### src/rtl/hib_wake_seq.sv
module hib_wake_seq #(
  parameter int ADDR_W    = 6,
  parameter int FILT_W    = 16,
  parameter int HOLD_W    = 12,
  parameter int STEP_LSB  = 5,
  parameter int FILT_INIT = 3264,
  parameter int HOLD_INIT = 1952,
  parameter logic [ADDR_W-1:0] CMD_ADDR  = 6'h20,
  parameter logic [ADDR_W-1:0] FILT_ADDR = 6'h24,
  parameter logic [ADDR_W-1:0] HOLD_ADDR = 6'h28
) (
  input  logic              clk,
  input  logic              rst_n,
  input  logic              wr_en,
  input  logic [ADDR_W-1:0] addr,
  input  logic [31:0]       wdata,
  output logic [31:0]       rdata,
  input  logic              wake_n,
  output logic              pwr_en,
  output logic              sys_rst_n
);

  localparam int CNT_W = (FILT_W > HOLD_W) ? FILT_W : HOLD_W;
  localparam logic [FILT_W-1:0] FILT_MASK = {{(FILT_W-STEP_LSB){1'b1}}, {STEP_LSB{1'b0}}};
  localparam logic [HOLD_W-1:0] HOLD_MASK = {{(HOLD_W-STEP_LSB){1'b1}}, {STEP_LSB{1'b0}}};

  typedef enum logic [1:0] {S_RUN, S_SLEEP, S_QUAL, S_HOLD} st_t;

  st_t              st, st_n;
  logic [CNT_W-1:0] cnt, cnt_n;
  logic [FILT_W-1:0] filt_q;
  logic [HOLD_W-1:0] hold_q;
  logic             pin_s1, pin_s2;
  logic             pin_low, sleep_cmd, qual_done, hold_done;
  logic             unused_wd;

  assign unused_wd = ^{wdata[31:FILT_W], wdata[STEP_LSB-1:1]};

  always_ff @(posedge clk or negedge rst_n) begin
    if (!rst_n) begin
      pin_s1 <= 1'b1;
      pin_s2 <= 1'b1;
    end else begin
      pin_s1 <= wake_n;
      pin_s2 <= pin_s1;
    end
  end

  always_ff @(posedge clk or negedge rst_n) begin
    if (!rst_n) begin
      filt_q <= FILT_W'(FILT_INIT) & FILT_MASK;
      hold_q <= HOLD_W'(HOLD_INIT) & HOLD_MASK;
    end else if (wr_en) begin
      if (addr == FILT_ADDR) filt_q <= wdata[FILT_W-1:0] & FILT_MASK;
      if (addr == HOLD_ADDR) hold_q <= wdata[HOLD_W-1:0] & HOLD_MASK;
    end
  end

  assign pin_low   = !pin_s2;
  assign sleep_cmd = wr_en && (addr == CMD_ADDR) && wdata[0];
  assign qual_done = cnt >= CNT_W'(filt_q);
  assign hold_done = ({1'b0, cnt} + 1'b1) >= (CNT_W+1)'(hold_q);

  always_comb begin
    st_n  = st;
    cnt_n = cnt;
    case (st)
      S_RUN:   if (sleep_cmd) st_n = S_SLEEP;
      S_SLEEP: if (pin_low) begin
                 st_n  = S_QUAL;
                 cnt_n = '0;
               end
      S_QUAL:  if (!pin_low) st_n = S_SLEEP;
               else if (qual_done) begin
                 st_n  = S_HOLD;
                 cnt_n = '0;
               end else cnt_n = cnt + 1'b1;
      S_HOLD:  if (hold_done) st_n = S_RUN;
               else cnt_n = cnt + 1'b1;
      default: st_n = S_RUN;
    endcase
  end

  always_ff @(posedge clk or negedge rst_n) begin
    if (!rst_n) begin
      st  <= S_RUN;
      cnt <= '0;
    end else begin
      st  <= st_n;
      cnt <= cnt_n;
    end
  end

  assign pwr_en    = (st == S_RUN) || (st == S_HOLD);
  assign sys_rst_n = (st == S_RUN);

  always_comb begin
    rdata = '0;
    if (addr == CMD_ADDR)       rdata[0] = (st != S_RUN);
    else if (addr == FILT_ADDR) rdata[FILT_W-1:0] = filt_q;
    else if (addr == HOLD_ADDR) rdata[HOLD_W-1:0] = hold_q;
  end

endmodule

### config.mk
export PLATFORM = sky130hd
export DESIGN_NAME = hib_wake_seq
export DESIGN_NICKNAME = d
export VERILOG_FILES = /design/src/rtl/hib_wake_seq.sv
export SDC_FILE = /design/constraint.sdc
export NUM_CORES = 1
export LEC_CHECK = 0
export BUFFER_PORTS_ARGS = -buffer_cell sky130_fd_sc_hd__buf_2
export CORE_MARGIN = 1.5
export CORE_UTILIZATION = 54
export CTS_BUF_LIST = sky130_fd_sc_hd__clkbuf_16
export CTS_CLUSTER_DIAMETER = 120
export DETAILED_ROUTE_END_ITERATION = 7
export HOLD_SLACK_MARGIN = 0.02
export PLACE_DENSITY = 0.78
export RECOVER_POWER = 100
export SYNTH_ARGS = -nofsm -noshare
export SYNTH_HDL_FRONTEND = slang
export SYNTH_SLANG_ARGS = --single-unit
### constraint.sdc
create_clock -name clk -period 3.8 [get_ports clk]
set_input_delay 0 -clock clk [delete_from_list [all_inputs] [get_ports clk]]
set_output_delay 0 -clock clk [all_outputs]
set_load 0.005 [all_outputs]
### Word level (Yosys, flattened, before mapping)

Index checks and enable logic that the tools add are counted.

| operators by class | value |
|---|---|
| add/sub/neg operators | 2 |
| multiply operators | 0 |
| div/mod/pow operators | 0 |
| $lt $le $gt $ge | 2 |
| eq/ne operators | 12 |
| shift operators | 0 |
| multiplexer cells | 16 |
| bitwise logic cells | 0 |
| reductions and logical operators | 10 |

Operator list:

| operator | count |
|---|---|
| 16-bit two-way mux | 4 |
| 16-bit one-hot mux with 3 select lines | 1 |
| 12-bit two-way mux | 2 |
| 6-bit == test (second input constant) | 3 |
| 16-bit by 1-bit adder with 17-bit output (second input constant) | 1 |
| 17-bit by 12-bit >= comparator with 1-bit output | 1 |
| 16-bit by 1-bit adder with 16-bit output (second input constant) | 1 |
| 16-bit >= comparator | 1 |
| 15-bit two-way mux | 1 |
| 2-bit two-way mux | 5 |
| 2-bit inequality test (second input constant) | 4 |
| 2-bit one-hot mux with 4 select lines | 1 |
| 4-bit AND reduction | 2 |
| 2-bit == test (second input constant) | 2 |
| 4-bit two-way mux | 1 |
| 2-bit AND reduction | 2 |
| 3-bit inequality test (second input constant) | 1 |
| 3-bit nonzero test | 1 |
| 2-bit by 1-bit == test with 1-bit output (second input constant) | 1 |
| 1-bit logical AND | 2 |
| 2-bit logical NOT | 1 |
| 2-bit by 1-bit inequality test with 1-bit output (second input constant) | 1 |
| 2-bit nonzero test | 1 |
| 1-bit logical OR | 1 |
| 1-bit two-way mux | 1 |

| storage, ports and cells | value |
|---|---|
| register bits | 38 |
| latch bits | 0 |
| memory bits (writable) | 0 |
| memory bits (read-only) | 0 |
| input port bits | 42 |
| logic and storage cells | 48 |
| memories | 0 |

### Longest topological paths before layout

Gate-level depths: netlist (run 1).

| logic depth | value |
|---|---|
| depth after elaboration | 5 |
| depth in mapped cells | 12 |

### Worst setup path before layout (run 1)

No wires, ideal clock.

| path | value |
|---|---|
| path kind | register -> register |
| start point | register cnt[0] |
| end point | register cnt[4] |
| library setup time | 0.121 ns |
| arrival time | 3.154 ns |
| required time | 3.679 ns |
| path slack | 0.525 ns |
| stages on the path, launching flop included | 12 |
| cell sequence | dfrtp_1 ha_1 nand4_2 nor2_1 and3_1 xor2_1 ha_1 a2111oi_0 a31oi_2 nor4_4 mux2_4 a22o_1 |

| on the way | value |
|---|---|
| cells in the longest elaborated chain, start to end | 4 |
| elaborated cells between the ends (all ways) | 10 |
| classes of those cells | 2 x add/sub; 2 x order compare; 1 x eq/ne; 4 x mux; 1 x reduce/logical |

Ends and longest elaborated chain:

| item | RTL line | source |
|---|---|---|
| start: declaration | 30 | `logic [CNT_W-1:0] cnt, cnt_n;` |
| start signal: assignment | 90 | `cnt <= cnt_n;` |
| 16-bit by 1-bit adder with 17-bit output, or another cell as far along | 62 | `assign hold_done = ({1'b0, cnt} + 1'b1) >= (CNT_W+1)'(hold_q);` |
| 17-bit by 12-bit >= comparator with 1-bit output / 16-bit two-way mux (equally long branches) | 62, 74 |  |
| 2-bit inequality test (no source line) / 16-bit two-way mux (equally long branches) | - |  |
| 4-bit AND reduction (no source line) / 16-bit one-hot mux with 3 select lines (equally long branches) | - |  |

Several ways; a longest one is shown, not always the timed one. The select of a mux whose other input is x is not followed.
A chain may end at the register's enable or synchronous reset.

### Worst setup path in the final report (run 1)

| path | value |
|---|---|
| start point | register cnt[1] |
| end point | register cnt[4] |

Same word-level chain as after synthesis.

==> run_results.csv, run 1 <==
group,metric,value,unit
synthesis,yosys_most_used_dff,"dfrtp_1",
global_route,grt_pass1_vias,2431,
place,gp_congestion,0.844,
run_status,status,"complete, but fails checks",
routing,drc,0,
cts,cts_root_buf,"clkbuf_16",
critical_path,cp_slowest_stage_delay,0.46,ns
die,die_h,76.9,um
finish,mostFrequentLayoutCell,"inv_1",
hold_path,hp-class,"in2out",
global_route,grt_pass1_wl,11600,um
die,ios,76,
sta,slew_viol_final,39,
finish,area_delta_synth_final,16.2,%
critical_path,cp-end-kind,"flip-flop",
routing,via_per_inst,5.79,
place,io_buffers,35,
synthesis,synth-edff-count,0,
synthesis,synth_seq_area_share,32.7,%
critical_path,rr_endpoint,"cnt[4]",
die,die_area,5910,um^2
die,rows,26,
die,core,5170,um^2
cts,clk_latency,0.29,ns
run_status,violations,"max-capacitance violations, max-slew violations",
die,start_util,57.0,%
place,hpwl,4890,um
critical_path,worstPathCellList,"ha_1 -> nand4_1 -> clkbuf_1 -> or2_2 -> xnor2_1 -> ha_1 -> nand4_1 -> a211o_1 -> a31oi_2 -> nor4_4 -> buf_4 -> mux2_4 -> a22o_1",
routing,dr.first_iter.drc_count,171,
cts,htree_levels,2,
critical_path,cp-start-kind,"flip-flop",
synthesis,syn_inst,298,
critical_path,reg2reg_depth,13,
sta,worstMarginPinSlew,2.05,ns
routing,num_vias,2424,
cts,cts_buffers,5,
hold_path,hold_start,"addr[2]",
die,dieWidth,76.9,um
finish,drive_above_1_share,24.9,%
critical_path,cp_top_family,"compound AO/OA/AOI/OAI gates",
power_and_ir_drop,total_power,0.00173,W
place,dp_cells,396,
hold_path,hold_end,"rdata[0]",
cts,cts.sinks,38,
cts,clockBufferDepth,2,
sta,relSlewSlack,-36.4,%
sta,fmax,284,MHz
routing,firstDrtPassIters,4,
finish,nFillCells,418,
sta,setup_tns,0,ns
sta,hold_slack,0.254,ns
synthesis,synth.avg_cell_area,9.89,um^2
sta,finalCriticalPeriod,3.52,ns
synthesis,synth_area,2950,um^2
global_route,antenna_found_initial,0,
sta,period_share,92.7,%
power_and_ir_drop,peakVddDrop,0.252,mV
critical_path,cp.required,3.97,ns
finish,antenna_cells,0,
power_and_ir_drop,p_leak,1.64,nW
finish,nets,415,
critical_path,path_class,"reg2reg",
critical_path,critical_path.max_fanout,8,
critical_path,r2r_start,"cnt[1]",
critical_path,critPathSlowestCell,"dfrtp_1",
global_route,track_usage,25.0,%
global_route,grt_max_degree,39,
cts,cts_tree,"built",
sta,hold_viol,0,
cts,path_clk_slew,0.06,ns
sta,clock-skew-final,0.00435,ns
routing,avgRoutedWirePerCell,16.6,um
synthesis,synth_seq_cells,38,
critical_path,critPathBufInv,2,
synthesis,yosys_warnings,0,
finish,final_cells,419,
routing,drt_wl_total,6950,um
sta,setup_viol,0,
critical_path,worstPathArrival,3.70,ns
critical_path,r2r_setup_slack,0.28,ns
synthesis,synth_cell_types,62,
synthesis,async_reset_ff_share,100,%
finish,layout_common_cells,"inv_1, dfrtp_1, ha_1",
hold_path,hold_depth,3,
sta,rsz0062_at_grt,"false",
power_and_ir_drop,power_density,505,nW/um^2
global_route,overflow,0,
job,drv_cap,1,
routing,ant_nets,0,
-- per-stage QoR --
stage,utilization (%),area (um^2),worst slack [ns]
after floorplan,-,3020,0.525
after global placement,60.3,3120,0.342
final,66.2,3420,0.276
after detailed placement,60.3,3120,0.270
after CTS,66.6,3440,0.244
after global routing,66.2,3420,0.0900
-- registers in the layout, indices dropped and copies added, names as in the netlist --
signal	cells
cnt	16
hold_q	7
st	2
pin_s2	1
filt_q	11
pin_s1	1
-- tightest hold or removal path, delay by kind of cell --
| family | cells | cell delay, ns |
|---|---|---|
| AND/OR/NAND/NOR | 1 | 0.05 |
| buffers and inverters | 2 | 0.21 |
-- how the worst max path moves through the flow --
| stage | from | endpoint | slack [ns] | depth (start not counted) |
|---|---|---|---|---|
| after detailed placement | cnt[1] | cnt[4] | 0.27 | 11 |
| after global placement | cnt[0] | cnt[4] | 0.34 | 11 |
| final | cnt[1] | cnt[4] | 0.28 | 13 |
| after global routing | cnt[1] | cnt[4] | 0.09 | 13 |
| after CTS | cnt[1] | cnt[4] | 0.24 | 11 |
| after floorplan | cnt[0] | cnt[4] | 0.52 | 11 |
-- area by class of cell --
cell class                 count  area (um^2)  share of cell area (%)
sequential                    38          965                    28.2
timing repair buffer          54          328                    9.58
tap                           70         87.6                    2.56
clock inverter                 3         68.8                    2.01
multi-input combinational    220         1740                    50.8
inverter                      29          109                    3.18
clock buffer                   5          125                    3.65
-- logic make-up after synthesis --
logic type	synth area share (%)
and+or+nand+nor	17.0
AOI/OAI and AO/OA	17.6
buffers and inverters	10.2
DFF	32.7
adders and majority gates	10.6
muxes	9.38
xor gates and xnor gates	2.38
other	0.127
-- synth_stat cells, types with 2 or more instances --
cell type	instances	area, um^2
a211o_1	6	52.6
a21bo_2	4	40.0
a21o_1	3	22.5
a21oi_1	3	15.0
a22o_1	6	52.6
a22oi_1	7	52.6
a31oi_1	4	25.0
a32oi_1	2	17.5
and3_1	10	62.6
buf_2	2	10.0
buf_4	20	150
clkbuf_1	6	22.5
dfrtp_1	27	676
dfstp_2	11	289
ha_1	25	313
inv_1	29	109
mux2_2	19	214
mux2i_1	2	20.0
mux2i_2	2	27.5
nand2_1	6	22.5
nand3_1	5	25.0
nand4_1	10	62.6
nand4_2	2	25.0
nor2_1	21	78.8
nor2b_1	6	37.5
nor3_1	2	10.0
nor4_1	2	12.5
nor4_4	2	42.5
nor4b_1	2	17.5
o2111ai_1	2	17.5
o211ai_1	6	45.0
o21ai_0	3	15.0
o22ai_1	4	25.0
or2_2	3	18.8
xnor2_1	5	43.8
xor2_1	3	26.3
-- layer usage --
| metal | routed length [um] | vias to the layer above | track usage, % |
|---|---|---|---|
| met4 | 136 | 0 | 10.6 |
| met1 | 3040 | 1184 | 30.6 |
| met3 | 315 | 12 | 4.64 |
| met2 | 3460 | 82 | 42.9 |
| li1 | - | 1146 | - |
| met5 | 0 | - | 0 |
-- power by group --
part	switching, W	total (W)	internal, W
Sequential	0.0000449	0.000506	0.000461
Clock	0.000174	0.000551	0.000377
Combinational	0.000409	0.000670	0.000261
Total	0.000628	0.00173	0.00110
-- what timing repair did --
action                                  CTS  global route
hold endpoints to repair                 46             0
resized for setup                         0             1
buffers inserted                          0             2
hold buffers                             13             0
endpoints found under the setup margin    0             5
Power figures use the tool's default switching activity.
==> run 2: changes to the inputs <==
--- a/config.mk
+++ b/config.mk
@@ -7,12 +7,12 @@
 export LEC_CHECK = 0
 export BUFFER_PORTS_ARGS = -buffer_cell sky130_fd_sc_hd__buf_2
 export CORE_MARGIN = 1.5
-export CORE_UTILIZATION = 54
-export CTS_BUF_LIST = sky130_fd_sc_hd__clkbuf_16
+export CORE_UTILIZATION = 60
+export CTS_BUF_LIST = sky130_fd_sc_hd__clkbuf_8
 export CTS_CLUSTER_DIAMETER = 120
 export DETAILED_ROUTE_END_ITERATION = 7
 export HOLD_SLACK_MARGIN = 0.02
-export PLACE_DENSITY = 0.78
+export PLACE_DENSITY = 0.86
 export RECOVER_POWER = 100
 export SYNTH_ARGS = -nofsm -noshare
 export SYNTH_HDL_FRONTEND = slang
==> constraint.sdc (replaced) <==
create_clock -name clk -period 4.4 [get_ports clk]
set_input_delay 0 -clock clk [delete_from_list [all_inputs] [get_ports clk]]
set_output_delay 0 -clock clk [all_outputs]
set_load 0.005 [all_outputs]
==> run_results.csv, run 2 (same netlist as run 1, synthesis figures left out) <==
group,metric,value,unit
die,start_util,62.4,%
global_route,grt_pass1_vias,2363,
die,rows,25,
cts,cts.sinks,38,
critical_path,cp-start-kind,"flip-flop",
sta,slew_viol_final,39,
critical_path,path_class,"reg2reg",
finish,antenna_cells,0,
place,hpwl,5030,um
sta,worstMarginPinSlew,2.12,ns
sta,hold_viol,0,
global_route,track_usage,28.6,%
critical_path,critPathSlowestCell,"o41ai_2",
place,dp_cells,389,
finish,area_delta_synth_final,11.0,%
finish,final_cells,410,
die,dieWidth,73.1,um
finish,largest_reg_flops,16,
sta,finalCriticalPeriod,3.95,ns
cts,cts_tree,"built",
power_and_ir_drop,total_power,0.00124,W
routing,dr.first_iter.drc_count,204,
global_route,antenna_found_initial,0,
sta,setup_tns,0,ns
routing,ant_nets,0,
cts,post-cts-setup-buffers,0,
hold_path,hp-class,"in2reg",
finish,layout_common_cells,"inv_1, dfrtp_1, ha_1",
critical_path,worstPathCellList,"ha_1 -> nand4_1 -> nor2_1 -> and3_1 -> xor2_1 -> ha_1 -> a2111oi_0 -> a31oi_1 -> o41ai_2 -> nand2_2 -> mux2_2",
finish,nets,409,
power_and_ir_drop,power_density,379,nW/um^2
run_status,violations,"max-capacitance violations, max-slew violations",
cts,cts_root_buf,"clkbuf_8",
global_route,overflow,0,
sta,clock-skew-final,0.00887,ns
die,core,4720,um^2
sta,setup_viol,0,
critical_path,critPathBufInv,0,
critical_path,critical_path.max_fanout,7,
die,die_h,73.1,um
sta,rsz0062_at_grt,"false",
cts,path_clk_slew,0.08,ns
routing,drc,0,
sta,hold_slack,0.215,ns
sta,fmax,253,MHz
critical_path,crit_top_cell,"ha_1",
finish,mostFrequentLayoutCell,"inv_1",
global_route,grt_pass1_wl,11500,um
power_and_ir_drop,p_leak,1.57,nW
sta,relSlewSlack,-41.2,%
finish,fin_util,69.2,%
routing,avgRoutedWirePerCell,17.6,um
finish,largestRegisters,"cnt: 16 flops, filt_q: 11 flops, hold_q: 7 flops",
cts,clockBufferDepth,2,
die,ios,76,
critical_path,cp_top_family,"compound AO/OA/AOI/OAI gates",
critical_path,worstPathArrival,4.14,ns
cts,clk_latency,0.30,ns
cts,cts_buffers,5,
critical_path,cp.required,4.59,ns
routing,drt_wl_total,7210,um
power_and_ir_drop,peakVddDrop,0.198,mV
die,die_area,5340,um^2
sta,period_share,89.9,%
critical_path,cp-end-kind,"flip-flop",
routing,firstDrtPassIters,5,
place,io_buffers,35,
global_route,grt_max_degree,39,
run_status,status,"complete, but fails checks",
routing,via_per_inst,6.10,
finish,drive_above_1_share,23.9,%
finish,largest-register,"cnt",
job,drv_cap,1,
routing,num_vias,2501,
place,gp_congestion,0.895,
cts,htree_levels,2,
critical_path,cp_slowest_stage_delay,0.63,ns
run 2: final timing paths:
path                            startpoint  endpoint  slack (ns)  cells after the start
worst max-delay path                cnt[0]    cnt[0]        0.45                     11
worst min-delay path              wdata[0]     st[1]        0.21                      5
worst max register to register      cnt[0]    cnt[0]        0.45                     11
worst min register to register      pin_s1    pin_s2        0.36                      0
max in group asynchronous            rst_n    cnt[6]        2.33                      2
min in group asynchronous            rst_n    cnt[5]        0.84                      2
run 2: where the power goes:
part	switching (W)	internal (W)	leakage (nW)
clock network	0.000134	0.000126	0.0472
logic	0.000343	0.000201	1.04
registers	0.0000380	0.000398	0.481
total	0.000515	0.000725	1.57
run 2: through the flow:
stage,instance area (um^2),setup slack (ns)
2_1_floorplan,3020,1.12
3_3_place_gp,3090,0.754
3_5_place_dp,3090,0.638
4_1_cts,3310,0.605
5_1_grt,3270,0.205
6_report,3270,0.445
run 2: worst min-delay path, stage by stage:
cell,delay (ns)
buf_2,0.09
nand4_1,0.08
a22o_1,0.14
a221oi_1,0.06
o2bb2ai_1,0.11
run 2: area by class of cell:
cell class | instances | area [um^2]
clock buffers | 6 | 82.6
clock inverters | 2 | 12.5
fillers | 370 | 1450
inverters | 29 | 109
multi-input cells | 220 | 1730
flip-flops and latches | 38 | 965
well taps | 67 | 83.8
repair buffers | 48 | 293
run 2: metal layers:
layer | vias up | share of wire (%) | global-route usage [%]
met5 | - | 0 | 0
met4 | 0 | 4.0 | 14.7
met3 | 38 | 6.1 | 4.97
met2 | 132 | 50 | 46.5
met1 | 1190 | 40 | 36.4
li1 | 1141 | - | -
run 2: timing repair:
| item | CTS | global route |
|---|---|---|
| endpoints found under the hold margin | 46 | 0 |
| resized for setup | 0 | 0 |
| hold buffers | 13 | 0 |
